[config.mk]
export PLATFORM = sky130hd
export DESIGN_NAME = mgmt_blk_codec
export DESIGN_NICKNAME = d
export VERILOG_FILES = /design/src/rtl/mgmt_blk_pkg.sv /design/src/rtl/mgmt_blk_tx.sv /design/src/rtl/mgmt_blk_rx.sv /design/src/rtl/mgmt_blk_codec.sv
export SDC_FILE = /design/constraint.sdc
export NUM_CORES = 1
export LEC_CHECK = 0
export BUFFER_PORTS_ARGS = -buffer_cell sky130_fd_sc_hd__clkbuf_2
export CORE_ASPECT_RATIO = 2
export CORE_MARGIN = 5
export CORE_UTILIZATION = 35
export DETAILED_ROUTE_END_ITERATION = 10
export PLACE_DENSITY = 0.65
export SLEW_MARGIN = 20
export SYNTH_ARGS = -nofsm -noshare
export SYNTH_HDL_FRONTEND = slang
export SYNTH_SLANG_ARGS = --single-unit
[constraint.sdc]
create_clock -name clk -period 2.2 [get_ports clk]
set_clock_uncertainty 0.1 [all_clocks]
set_input_delay 0.22 -clock clk [delete_from_list [all_inputs] [get_ports clk]]
set_output_delay 0.22 -clock clk [all_outputs]
set_load 0.02 [all_outputs]
[src/rtl/mgmt_blk_pkg.sv]
package mgmt_blk_pkg;
  localparam int BLK_W    = 66;
  localparam int CHAR_W   = 7;
  localparam int N_CHARS  = 8;
  localparam int CHAR_LSB = 10;
  localparam int DEV_W    = 6;
  localparam int ADDR_W   = 16;
  localparam int DATA_W   = 16;
  localparam logic [1:0] SYNC_CTRL = 2'b10;
  localparam logic [1:0] SYNC_DATA = 2'b01;
  localparam logic [7:0] CTRL_TYPE = 8'h1e;
  // closing block is only matched on positions below this
  localparam int TERM_DEF = 7;

  typedef logic [BLK_W-1:0] blk_t;

  typedef struct packed {
    logic              rd;
    logic              resp;
    logic [DEV_W-1:0]  dev;
    logic [ADDR_W-1:0] addr;
    logic [DATA_W-1:0] data;
  } txn_t;

  function automatic logic [CHAR_W-1:0] open_char(input int idx);
    case (idx)
      4:       return 7'h69;
      5:       return 7'h78;
      6:       return 7'h66;
      7:       return 7'h33;
      default: return 7'h00;
    endcase
  endfunction

  function automatic logic [CHAR_W-1:0] close_char(input int idx);
    case (idx)
      4:       return 7'h70;
      5:       return 7'h78;
      6:       return 7'h66;
      default: return 7'h00;
    endcase
  endfunction

  function automatic blk_t build_ctrl(input logic closing);
    blk_t b;
    b = '0;
    b[1:0] = SYNC_CTRL;
    b[9:2] = CTRL_TYPE;
    for (int i = 0; i < N_CHARS; i++)
      b[CHAR_LSB + CHAR_W*i +: CHAR_W] = closing ? close_char(i) : open_char(i);
    return b;
  endfunction

  function automatic blk_t build_data(input txn_t t);
    blk_t b;
    b = '0;
    b[1:0]   = SYNC_DATA;
    b[2]     = t.rd;
    b[9]     = t.resp;
    b[15:10] = t.resp ? '0 : t.dev;
    b[33:18] = t.resp ? '0 : t.addr;
    b[49:34] = t.resp ? t.data : '0;
    return b;
  endfunction
endpackage

[src/rtl/mgmt_blk_tx.sv]
module mgmt_blk_tx
  import mgmt_blk_pkg::*;
(
  input  logic clk,
  input  logic rst_n,
  input  logic txn_valid,
  output logic txn_ready,
  input  txn_t txn_in,
  output blk_t tx_blk,
  output logic tx_valid,
  input  logic tx_ready
);
  typedef enum logic [1:0] {TX_IDLE, TX_OPEN, TX_DATA, TX_CLOSE} tx_st_e;
  tx_st_e st_q;
  txn_t   hold_q;

  assign txn_ready = (st_q == TX_IDLE);
  assign tx_valid  = (st_q != TX_IDLE);

  always_comb begin
    case (st_q)
      TX_OPEN:  tx_blk = build_ctrl(1'b0);
      TX_DATA:  tx_blk = build_data(hold_q);
      TX_CLOSE: tx_blk = build_ctrl(1'b1);
      default:  tx_blk = '0;
    endcase
  end

  always_ff @(posedge clk) begin
    if (!rst_n) begin
      st_q   <= TX_IDLE;
      hold_q <= '0;
    end else begin
      case (st_q)
        TX_IDLE: if (txn_valid) begin
          hold_q <= txn_in;
          st_q   <= TX_OPEN;
        end
        TX_OPEN:  if (tx_ready) st_q <= TX_DATA;
        TX_DATA:  if (tx_ready) st_q <= TX_CLOSE;
        TX_CLOSE: if (tx_ready) st_q <= TX_IDLE;
        default:  st_q <= TX_IDLE;
      endcase
    end
  end

  AST_TX_HOLD: assert property (@(posedge clk) disable iff (!rst_n)
    tx_valid && !tx_ready |=> tx_valid && $stable(tx_blk));
  AST_TX_DATA_THEN_CTRL: assert property (@(posedge clk) disable iff (!rst_n)
    tx_valid && tx_ready && tx_blk[1:0] == SYNC_DATA |=> tx_valid && tx_blk[1:0] == SYNC_CTRL);
  AST_TX_RESP_ZERO: assert property (@(posedge clk) disable iff (!rst_n)
    tx_valid && tx_blk[1:0] == SYNC_DATA && tx_blk[9] |-> tx_blk[33:10] == '0);
endmodule

[src/rtl/mgmt_blk_rx.sv]
module mgmt_blk_rx
  import mgmt_blk_pkg::*;
(
  input  logic clk,
  input  logic rst_n,
  input  blk_t rx_blk,
  input  logic rx_valid,
  output logic rx_ready,
  output logic out_valid,
  input  logic out_ready,
  output txn_t out_txn,
  output logic rx_err
);
  typedef enum logic [1:0] {RX_HUNT, RX_OPENED, RX_HAVE_DATA} rx_st_e;
  rx_st_e st_q;
  txn_t   cap_q;
  logic   out_q, err_q;

  logic [N_CHARS-1:0] open_hit, close_hit;
  logic is_ctrl, is_open, is_close, is_data, take;

  for (genvar g = 0; g < N_CHARS; g++) begin : g_match
    assign open_hit[g] = rx_blk[CHAR_LSB + CHAR_W*g +: CHAR_W] == open_char(g);
    if (g < TERM_DEF) begin : g_def
      assign close_hit[g] = rx_blk[CHAR_LSB + CHAR_W*g +: CHAR_W] == close_char(g);
    end else begin : g_free
      assign close_hit[g] = 1'b1;
    end
  end

  assign is_ctrl  = rx_blk[1:0] == SYNC_CTRL && rx_blk[9:2] == CTRL_TYPE;
  assign is_open  = is_ctrl && &open_hit;
  assign is_close = is_ctrl && &close_hit;
  assign is_data  = rx_blk[1:0] == SYNC_DATA;

  assign rx_ready  = !out_q;
  assign take      = rx_valid && rx_ready;
  assign out_valid = out_q;
  assign out_txn   = cap_q;
  assign rx_err    = err_q;

  always_ff @(posedge clk) begin
    if (!rst_n) begin
      st_q  <= RX_HUNT;
      cap_q <= '0;
      out_q <= 1'b0;
      err_q <= 1'b0;
    end else begin
      err_q <= 1'b0;
      if (out_q && out_ready) out_q <= 1'b0;
      if (take) begin
        case (st_q)
          RX_HUNT: if (is_open) st_q <= RX_OPENED;
          RX_OPENED: begin
            if (is_data) begin
              cap_q.rd   <= rx_blk[2];
              cap_q.resp <= rx_blk[9];
              cap_q.dev  <= rx_blk[15:10];
              cap_q.addr <= rx_blk[33:18];
              cap_q.data <= rx_blk[49:34];
              st_q       <= RX_HAVE_DATA;
            end else begin
              err_q <= 1'b1;
              st_q  <= RX_HUNT;
            end
          end
          RX_HAVE_DATA: begin
            if (is_close) out_q <= 1'b1;
            else          err_q <= 1'b1;
            st_q <= RX_HUNT;
          end
          default: st_q <= RX_HUNT;
        endcase
      end
    end
  end

  AST_RX_OUT_HOLD: assert property (@(posedge clk) disable iff (!rst_n)
    out_valid && !out_ready |=> out_valid && $stable(out_txn));
  AST_RX_FULL_STALL: assert property (@(posedge clk) disable iff (!rst_n)
    out_valid |-> !rx_ready);
  AST_RX_ERR_PULSE: assert property (@(posedge clk) disable iff (!rst_n)
    rx_err |=> !rx_err);
  AST_RX_OUT_AFTER_TAKE: assert property (@(posedge clk) disable iff (!rst_n)
    $rose(out_valid) |-> $past(rx_valid && rx_ready));
endmodule

[src/rtl/mgmt_blk_codec.sv]
module mgmt_blk_codec
  import mgmt_blk_pkg::*;
(
  input  logic              clk,
  input  logic              rst_n,
  input  logic              txn_valid,
  output logic              txn_ready,
  input  logic              txn_read,
  input  logic              txn_resp,
  input  logic [DEV_W-1:0]  txn_dev,
  input  logic [ADDR_W-1:0] txn_reg,
  input  logic [DATA_W-1:0] txn_data,
  output logic [BLK_W-1:0]  tx_blk,
  output logic              tx_valid,
  input  logic              tx_ready,
  input  logic [BLK_W-1:0]  rx_blk,
  input  logic              rx_valid,
  output logic              rx_ready,
  output logic              out_valid,
  input  logic              out_ready,
  output logic              out_read,
  output logic              out_resp,
  output logic [DEV_W-1:0]  out_dev,
  output logic [ADDR_W-1:0] out_reg,
  output logic [DATA_W-1:0] out_data,
  output logic              rx_err
);
  txn_t txn_in, out_txn;

  assign txn_in = '{rd: txn_read, resp: txn_resp, dev: txn_dev, addr: txn_reg, data: txn_data};

  mgmt_blk_tx u_tx (
    .clk(clk), .rst_n(rst_n), .txn_valid(txn_valid), .txn_ready(txn_ready),
    .txn_in(txn_in), .tx_blk(tx_blk), .tx_valid(tx_valid), .tx_ready(tx_ready)
  );

  mgmt_blk_rx u_rx (
    .clk(clk), .rst_n(rst_n), .rx_blk(rx_blk), .rx_valid(rx_valid), .rx_ready(rx_ready),
    .out_valid(out_valid), .out_ready(out_ready), .out_txn(out_txn), .rx_err(rx_err)
  );

  assign out_read = out_txn.rd;
  assign out_resp = out_txn.resp;
  assign out_dev  = out_txn.dev;
  assign out_reg  = out_txn.addr;
  assign out_data = out_txn.data;
endmodule

==> results.txt, run 1 <==
Worst-case reg-to-reg path depth - 6
Final hold vios - 0
Iteration count of the initial detailed-routing pass - 4
Routability congestion estimate - 0.841
DR DRC count - 0
Number of synthesis warnings - 0
Internal reg-to-reg setup slack - 0.52 ns
Reg2Reg Capture Point - u_tx.st_q[1]$_SDFFE_PN0P_
Layout Nets - 848
Die Area - 0.0141 mm2
Die height - 163 um
Critical Path RT - 1.88 ns
Most frequent cells in the layout - clkbuf_2, nand2_1, dfxtp_1, a21boi_1, dlygate4sd3_1
Most used flip-flop cell after synthesis - dfxtp_1
WL per Instance - 14.9 um
Non-Filler Instances - 879
Fmax - 467 MHz
Post-synth EDFFs - 0
Critical path buffers and inverters - 5
Htree depth - 3
Slew Limit Fails - 0
Most Frequent Cell on Critical Path - buf_6
Clock latency on the worst-skew pair - 0.33 ns
Layout cell share with drive strength beyond 1 - 38.3%
Number of global-route vias before repair - 3872
Max Cap Viol - 0
Number of antenna diodes - 0
Power per cell area - 864 mW/mm2
Detailed placement HPWL - 9430 um
Iter 0 DRT Violations - 140
Worst-path maximum fanout - 6
Hold Crit Depth - 3
Mapped cell area - 0.00408 mm2
VDD IR-drop max - 508 uV
IO Port Bufs - 212
Worst Max-Slew Pin Slew - 0.510 ns
Core Rows - 56
Synthesis-to-finish area growth - 47.3%
WP depth - 8
Most common cell after layout, fill and taps aside - clkbuf_2
Clock Pin Slew Worst Setup and Hold Paths - 0.06 ns
Max clock buf depth - 2
Antenna violations before repair - 0
CP Launch Type - register
Hold crit path type - in2reg
Boundary pin count - 223
Leakage - 2.77 nW
Placed cells - 827
Clock sink count - 86
First-pass GRT wire length - 19200 um
Final setup vio count - 0
Global route overflow - 0
Vias/cell - 4.68
Worst Setup EP - tx_blk[15]
Setup ws final - 0.0607 ns
Min Tclk post-route - 2.14 ns
Worst rel slew slack - 65.5%
Core ar. - 0.0116 mm2
Post-detailed-route count of antenna-violating nets - 0
Outcome - completed
Initial core utilization - 35.3%
Syn avg cell area - 8.14 um2
Worst r2r src - u_tx.st_q[1]$_SDFFE_PN0P_
Post-synthesis async set-or-reset flop share - 0%
Syn Inst Count - 502
CTS tree - done
Number of synthesized register bits - 86
Cells along the critical path - inv_6, ha_4, buf_6, nor3b_4, buf_6, buf_6, and2_1, buf_6
CP Class - reg2out
Hold Path Origin - txn_data[7]
Seq/Total Area, Yosys - 42.2%
Final Cycle Share - 97.2%
Total Wirelength - 13100 um
Critical-path top delay cell - dfxtp_4
Root buffer cell - clkbuf_16
CP top delay family - buffers and inverters
Place WS - 0.242 ns
Arr. time, crit path - 1.82 ns
Distinct cells, synth - 41
Slowest stage delay, CP - 0.36 ns
CTS Buf Count - 9
Pin count of the biggest net entering global routing - 50
CP startpoint - u_tx.st_q[0]$_SDFFE_PN0P_
GRT Resource Usage Total - 17.2%
Worst Setup End Kind - output port
Via count - 4118
Die X - 86.4 um
timing repair:
item / 4_1_cts / 5_1_grt
endpoints found under the setup margin: 30 / 31
resized for setup: 3 / 84
setup buffers: 0 / 5
hold endpoints to repair: 29 / 0
hold buffers: 29 / 0
cloned: 0 / 2
pin swaps: 0 / 1
power breakdown:
part / internal, mW / switching [mW] / total [mW]
logic: 0.713 / 1.13 / 1.85
registers: 1.72 / 0.105 / 1.83
clock network: 0.890 / 0.632 / 1.52
total: 3.33 / 1.87 / 5.20
sequential cells by signal, summed over array words and instances (netlist names):
register        count
u_rx.out_txn       40
u_rx.rx_err         1
u_tx.st_q           2
u_rx.st_q           2
u_tx.hold_q        40
u_rx.out_valid      1
worst register-to-register path: stages, from the launching register on:
cell	delay, ns
dfxtp_4	0.37
inv_2	0.09
ha_4	0.19
inv_1	0.18
o22ai_1	0.35
mux2i_1	0.22
nor2b_1	0.06
worst min-delay path by stage:
| stage | to |
|---|---|
| finish | u_tx.hold_q[7]$_SDFFE_PN0P_ |
| global route | u_tx.hold_q[32]$_SDFFE_PN0P_ |
| CTS | u_tx.hold_q[11]$_SDFFE_PN0P_ |
| detailed placement | u_tx.hold_q[13]$_SDFFE_PN0P_ |
| global placement | u_tx.hold_q[13]$_SDFFE_PN0P_ |
| floorplan | u_tx.hold_q[0]$_SDFFE_PN0P_ |
synth_stat cells (all sizes together) (2+ instances only):
master  number  share of area (%)
nor4bb       2               0.49
and4b        3               0.80
and2        24                3.7
buf         33                5.7
dfxtp       86                 42
nand2      171                 16
a21oi        5               0.61
nor2         9               0.83
nand4        5               0.92
nor4         8                1.8
clkbuf      22                2.3
o21ai        3               0.37
and3        11                1.7
ha           7                2.1
nand2b       2               0.31
nor2b        4               0.61
inv          6               0.55
a21boi      80                 15
nor4b        5                1.5
a31o         2               0.43
metrics by stage:
step           util (%)  TNS, ns  hold WS (ns)  power, mW  area (um2)
2_1_floorplan         -        0         0.255       3.00        4120
3_3_place_gp       44.7        0         0.336       3.45        5170
3_5_place_dp       44.7        0         0.341       3.47        5170
4_1_cts            49.9        0       0.00128       5.07        5770
5_1_grt            52.0   -0.246       0.00920       5.48        6020
6_report           52.0        0        0.0174       5.20        6020
logic make-up after synthesis:
logic type	synth area share, %
and+or+nand+nor	29.6
AOI/OAI and AO/OA	17.2
DFF	42.2
buffers and inverters	8.52
adders and majority gates	2.14
muxes	0.245
other	0.0918
cell type report:
cell class | count | area (um2)
fill | 1118 | 5540
tap | 145 | 181
multi-input combinational | 364 | 2120
inverter | 6 | 27.5
clock buffer | 10 | 229
timing repair buffer | 262 | 1660
sequential | 86 | 1730
clock inverter | 6 | 70.1
layer usage:
| metal | part of all wire, % | GRT usage (%) | vias to the layer above |
|---|---|---|---|
| li1 | - | - | 2080 |
| met1 | 43 | 21.9 | 1842 |
| met2 | 46 | 27.7 | 181 |
| met3 | 9.9 | 5.22 | 15 |
| met4 | 1.5 | 4.89 | 0 |
| met5 | 0 | 0 | - |
Power figures use the tool's default switching activity.
==> inputs of run 2 (changes only) <==
--- a/config.mk
+++ b/config.mk
@@ -11,2 +11,3 @@
 export CORE_UTILIZATION = 35
+export CTS_CLUSTER_DIAMETER = 30
 export DETAILED_ROUTE_END_ITERATION = 10
==> constraint.sdc (replaced) <==
create_clock -name clk -period 2.2 [get_ports clk]
set_clock_uncertainty 0.1 [all_clocks]
set_input_delay 0.11 -clock clk [delete_from_list [all_inputs] [get_ports clk]]
set_output_delay 0.11 -clock clk [all_outputs]
set_load 0.02 [all_outputs]
==> run 2 against run 1 <==
Register-to-register slack lost 0.14 ns; sequential cell count unchanged; sequential power about the same; maximum frequency up 3.5%; non-clock buffer count grew 46; count of clock-buffer cells in the layout fell by 1; worst setup slack better by 0.072 ns; cell count up 5.2%; utilization up 2.6 points; critical endpoint is now tx_blk[14].
==> results.txt, run 2 (same netlist as run 1, synthesis figures left out) <==
Layout cell share with drive strength beyond 1 - 33.5%
Place WS - 0.271 ns
Fmax - 484 MHz
CP Class - reg2out
Boundary pin count - 223
Vias/cell - 4.66
Post-detailed-route count of antenna-violating nets - 0
Worst rel slew slack - 66.1%
CTS Buf Count - 9
Hold Path Origin - rst_n
Clock latency on the worst-skew pair - 0.33 ns
Reg area - 0.00172 mm2
CP Launch Type - register
IO Port Bufs - 212
Die Area - 0.0141 mm2
Max Cap Viol - 0
Iteration count of the initial detailed-routing pass - 4
First-pass GRT wire length - 21100 um
Max clock buf depth - 2
Routability congestion estimate - 0.860
Die X - 86.4 um
Detailed placement HPWL - 9260 um
CTS tree - done
Initial core utilization - 35.3%
Global route overflow - 0
Antenna violations before repair - 0
Final setup vio count - 0
GRT Resource Usage Total - 18.7%
Number of antenna diodes - 0
Slew Limit Fails - 0
Critical Path RT - 1.99 ns
Min Tclk post-route - 2.07 ns
Hold crit path type - in2reg
Post-route setup TNS - 0 ns
VDD IR-drop max - 588 uV
Core ar. - 0.0116 mm2
Root buffer cell - clkbuf_16
Fillcell total - 1057
Pin count of the biggest net entering global routing - 52
Multi-input logic area - 0.00206 mm2
Final hold vios - 0
Htree depth - 3
Leakage - 2.91 nW
Most common cell after layout, fill and taps aside - clkbuf_2
Die height - 163 um
Reg2Reg Capture Point - u_tx.st_q[1]$_SDFFE_PN0P_
Most frequent cells in the layout - clkbuf_2, nand2_1, dfxtp_1, dlygate4sd3_1, a21boi_1
Hold Crit Depth - 4
Final Cycle Share - 93.9%
Final Total Pwr - 5.16 mW
Setup ws final - 0.133 ns
Clock sink count - 86
Number of global-route vias before repair - 4183
Outcome - completed
Internal reg-to-reg setup slack - 0.38 ns
RSZ-0062 raised after global routing - false
Clock Pin Slew Worst Setup and Hold Paths - 0.07 ns
Worst r2r src - u_tx.st_q[1]$_SDFFE_PN0P_
Power per cell area - 816 mW/mm2
Worst Setup End Kind - output port
WL per Instance - 14.6 um
DR DRC count - 0
Worst Max-Slew Pin Slew - 0.501 ns
Total Wirelength - 13500 um
Synthesis-to-finish area growth - 54.7%
Worst-case reg-to-reg path depth - 6
Via count - 4306
Worst-path maximum fanout - 6
Core Rows - 56
Hold EP - u_rx.rx_err$_SDFF_PN0_
Iter 0 DRT Violations - 169
Arr. time, crit path - 1.86 ns
Layout Nets - 894
==> run 2: where the power goes <==
group          leakage [nW]  internal (mW)  total (mW)  switching (mW)
clock network         0.147          0.896        1.54           0.649
registers             0.699           1.72        1.81          0.0931
logic                  2.06          0.688        1.80            1.12
==> run 2: how the worst max path moves through the flow <==
stage,start,end,cells past startpoint
3_5_place_dp,u_tx.st_q[1]$_SDFFE_PN0P_,u_tx.st_q[1]$_SDFFE_PN0P_,6
2_1_floorplan,u_tx.st_q[1]$_SDFFE_PN0P_,tx_blk[43],6
3_3_place_gp,u_tx.st_q[1]$_SDFFE_PN0P_,u_tx.st_q[1]$_SDFFE_PN0P_,6
5_1_grt,u_tx.st_q[0]$_SDFFE_PN0P_,tx_blk[21],8
4_1_cts,u_tx.st_q[0]$_SDFFE_PN0P_,tx_blk[44],6
6_report,u_tx.st_q[0]$_SDFFE_PN0P_,tx_blk[14],8
==> run 2: critical path, stage by stage (launching register included) <==
cell      delay (ns)
dfxtp_2         0.34
inv_2           0.08
ha_1            0.16
buf_4           0.15
nor3b_4         0.22
buf_4           0.15
buf_6           0.12
and2_1          0.13
clkbuf_2        0.17
==> run 2: final cells by class <==
class | instances | area share, %
multi-input combinational | 364 | 32.7
timing repair buffer | 308 | 32.0
sequential | 86 | 27.3
clock buffer | 9 | 3.56
tap | 145 | 2.87
clock inverter | 7 | 1.29
inverter | 6 | 0.356
==> run 2: repair_timing <==
action / in CTS / in global routing
hold endpoints to repair: 81 / 0
gates cloned: 0 / 2
resized for setup: 2 / 11
hold buffers: 81 / 0
setup endpoints to repair: 21 / 37
buffers inserted: 0 / 1
==> run 2: stage by stage <==
step	hold slack [ns]	instance area (um2)	cells	utilization (%)
global placement	0.232	5150	825	44.6
global route	0.135	6320	925	54.7
finish	0.115	6320	925	54.7
CTS	0.0916	6280	922	54.3
floorplan	0.145	4120	511	-
detailed placement	0.240	5150	825	44.6
==> run 2: layer usage <==
| layer | GRT usage (%) | part of all wire [%] | vias up |
|---|---|---|---|
| met2 | 29.9 | 46 | 180 |
| li1 | - | - | 2176 |
| met3 | 5.22 | 9.1 | 13 |
| met4 | 5.60 | 1.5 | 0 |
| met1 | 24.2 | 43 | 1937 |
| met5 | 0 | 0 | - |
==> inputs of run 3 (changes only) <==
Settings changed: CTS_CLUSTER_DIAMETER 30 to not set.
Clock period 2.2 ns to 2.45 ns, I/O delays scaled along.
==> run 3 against run 2 <==
Non-clock buffer count decreased by 5; routed wire length decreased by 0.58%; critical path depth fell by 4; worst hold slack lost 0.038 ns; sequential share of layout area is 0.24 points higher; first-iteration DRC count down 28%; die area unchanged; register-to-register slack improved by 0.09 ns; power decreased by 11%.
==> results.txt, run 3 (same netlist as run 1, synthesis figures left out) <==
Min Tclk post-route - 2.28 ns
Cells along the critical path - inv_1, ha_1, nor2_1, clkbuf_2
Most common cell after layout, fill and taps aside - clkbuf_2
Total Wirelength - 13400 um
Placed cells - 823
Clock Pin Slew Worst Setup and Hold Paths - 0.06 ns
Critical-path top delay cell - nor2_1
Final hold vios - 0
CTS tree - done
Met1 Use GR - 23.6%
Number of antenna diodes - 0
Clk network pwr share - 31.3%
First-pass GRT wire length - 20900 um
Internal reg-to-reg setup slack - 0.47 ns
Htree depth - 3
VDD IR-drop max - 613 uV
DR DRC count - 0
Boundary pin count - 223
Critical Path RT - 2.23 ns
Max clock buf depth - 2
Pin count of the biggest net entering global routing - 52
Reg2Reg Capture Point - u_tx.st_q[0]$_SDFFE_PN0P_
Slowest stage delay, CP - 0.53 ns
Layout cell share with drive strength beyond 1 - 32.4%
Post-route setup TNS - 0 ns
Sw Pwr - 1.61 mW
Number of global-route vias before repair - 4170
Leakage - 2.88 nW
CTS Buf Count - 9
Die Area - 0.0141 mm2
Clock latency on the worst-skew pair - 0.33 ns
Outcome - completed
CP Launch Type - register
Antenna violations before repair - 0
Iteration count of the initial detailed-routing pass - 4
Non-Filler Instances - 920
Hold EP - u_rx.out_valid$_SDFF_PN0_
Hold crit path type - in2reg
WL per Instance - 14.6 um
Slew Limit Fails - 0
Flop pwr share - 35.2%
Final setup vio count - 0
CP top delay family - simple AND/OR/NAND/NOR gates
Grt met3 use - 4.76%
IO Port Bufs - 212
Worst r2r src - u_tx.st_q[1]$_SDFFE_PN0P_
Synthesis-to-finish area growth - 53.2%
Arr. time, crit path - 2.05 ns
Iter 0 DRT Violations - 122
RSZ-0062 raised after global routing - false
Met2 GRT Util - 29.9%
GRT Resource Usage Total - 18.6%
Global route overflow - 0
Core ar. - 0.0116 mm2
Sw frac - 35.0%
Pint - 2.99 mW
Final Cycle Share - 92.9%
Vias/cell - 4.65
Root buffer cell - clkbuf_16
Hold Path Origin - rst_n
CP Class - reg2out
Critical path buffers and inverters - 2
Worst-path maximum fanout - 11
Core Rows - 56
Fmax - 439 MHz
WP depth - 4
Hold Crit Depth - 4
Most frequent cells in the layout - clkbuf_2, nand2_1, dfxtp_1, dlygate4sd3_1, a21boi_1
Worst Setup End Kind - output port
Comb power frac - 33.5%
Max Cap Viol - 0
Worst Max-Slew Pin Slew - 0.608 ns
Routability congestion estimate - 0.826
Worst rel slew slack - 59.3%
Worst-case reg-to-reg path depth - 5
Clock sink count - 86
Most Crowded Layer GR - met2
Layout Nets - 889
Post-detailed-route count of antenna-violating nets - 0
Power per cell area - 736 mW/mm2
Detailed placement HPWL - 9300 um
Die X - 86.4 um
Die height - 163 um
Initial core utilization - 35.3%
Via count - 4276
## run 3: changes by cell type in the layout (fill, tap and decap cells not counted), moves of 2 or more
cell      change
dfxtp_2       -2
clkinv_2      +2
dfxtp_1       +2
buf_6         -3
inv_6         -3
## run 3: metrics by stage
stage               instance area, um2  util (%)  setup slack, ns  hold slack, ns  power [mW]
floorplan                         4120         -            0.400           0.157        2.69
global placement                  5130      44.4            0.547           0.245        3.07
detailed placement                5130      44.4            0.416           0.252        3.08
CTS                               6250      54.1           0.0317          0.0627        4.65
global route                      6250      54.1           0.0368          0.0966        4.86
finish                            6250      54.1            0.173          0.0773        4.60
## run 3: tightest hold or removal path: stages
cell	delay [ns]
clkbuf_2	0.12
nand2_1	0.06
nor2_1	0.09
a21o_1	0.09
## run 3: area by class of cell
class                           instances  area [um2]
Multi-Input combinational cell        364        2050
Inverter                                6        22.5
Tap cell                              145         181
Clock buffer                           10         229
Timing Repair Buffer                  303        1960
Clock inverter                          6        86.3
Sequential cell                        86        1720
Fill cell                            1066        5310
## run 3: routing by layer
metal	vias to the layer above	share of wire, %
li1	2159	-
met1	1902	43
met2	196	46
met3	19	8.4
met4	0	2.3
met5	-	0
## run 3: power by group through the flow
stage | logic, mW | clock network [mW] | registers [mW]
finish | 1.54 | 1.44 | 1.62
global route | 1.68 | 1.55 | 1.64
CTS | 1.54 | 1.49 | 1.62
detailed placement | 1.44 | 0 | 1.65
global placement | 1.43 | 0 | 1.64
floorplan | 1.07 | 0 | 1.62
## run 3: worst max-delay path by stage
stage,slack (ns),from,endpoint
after CTS,0.03,u_tx.st_q[1]$_SDFFE_PN0P_,tx_blk[44]
after floorplan,0.40,u_tx.st_q[1]$_SDFFE_PN0P_,tx_blk[43]
after global placement,0.55,u_tx.st_q[1]$_SDFFE_PN0P_,tx_blk[48]
after detailed placement,0.42,u_tx.st_q[1]$_SDFFE_PN0P_,tx_blk[44]
after global routing,0.04,u_tx.st_q[1]$_SDFFE_PN0P_,tx_blk[57]
final,0.17,u_tx.st_q[1]$_SDFFE_PN0P_,tx_blk[58]
## run 3: repair_timing
action / 4_1_cts / 5_1_grt
hold endpoints to repair: 81 / 0
setup endpoints to repair: 0 / 16
gates resized for setup: 0 / 1
setup buffers: 0 / 0
hold buffers: 81 / 0
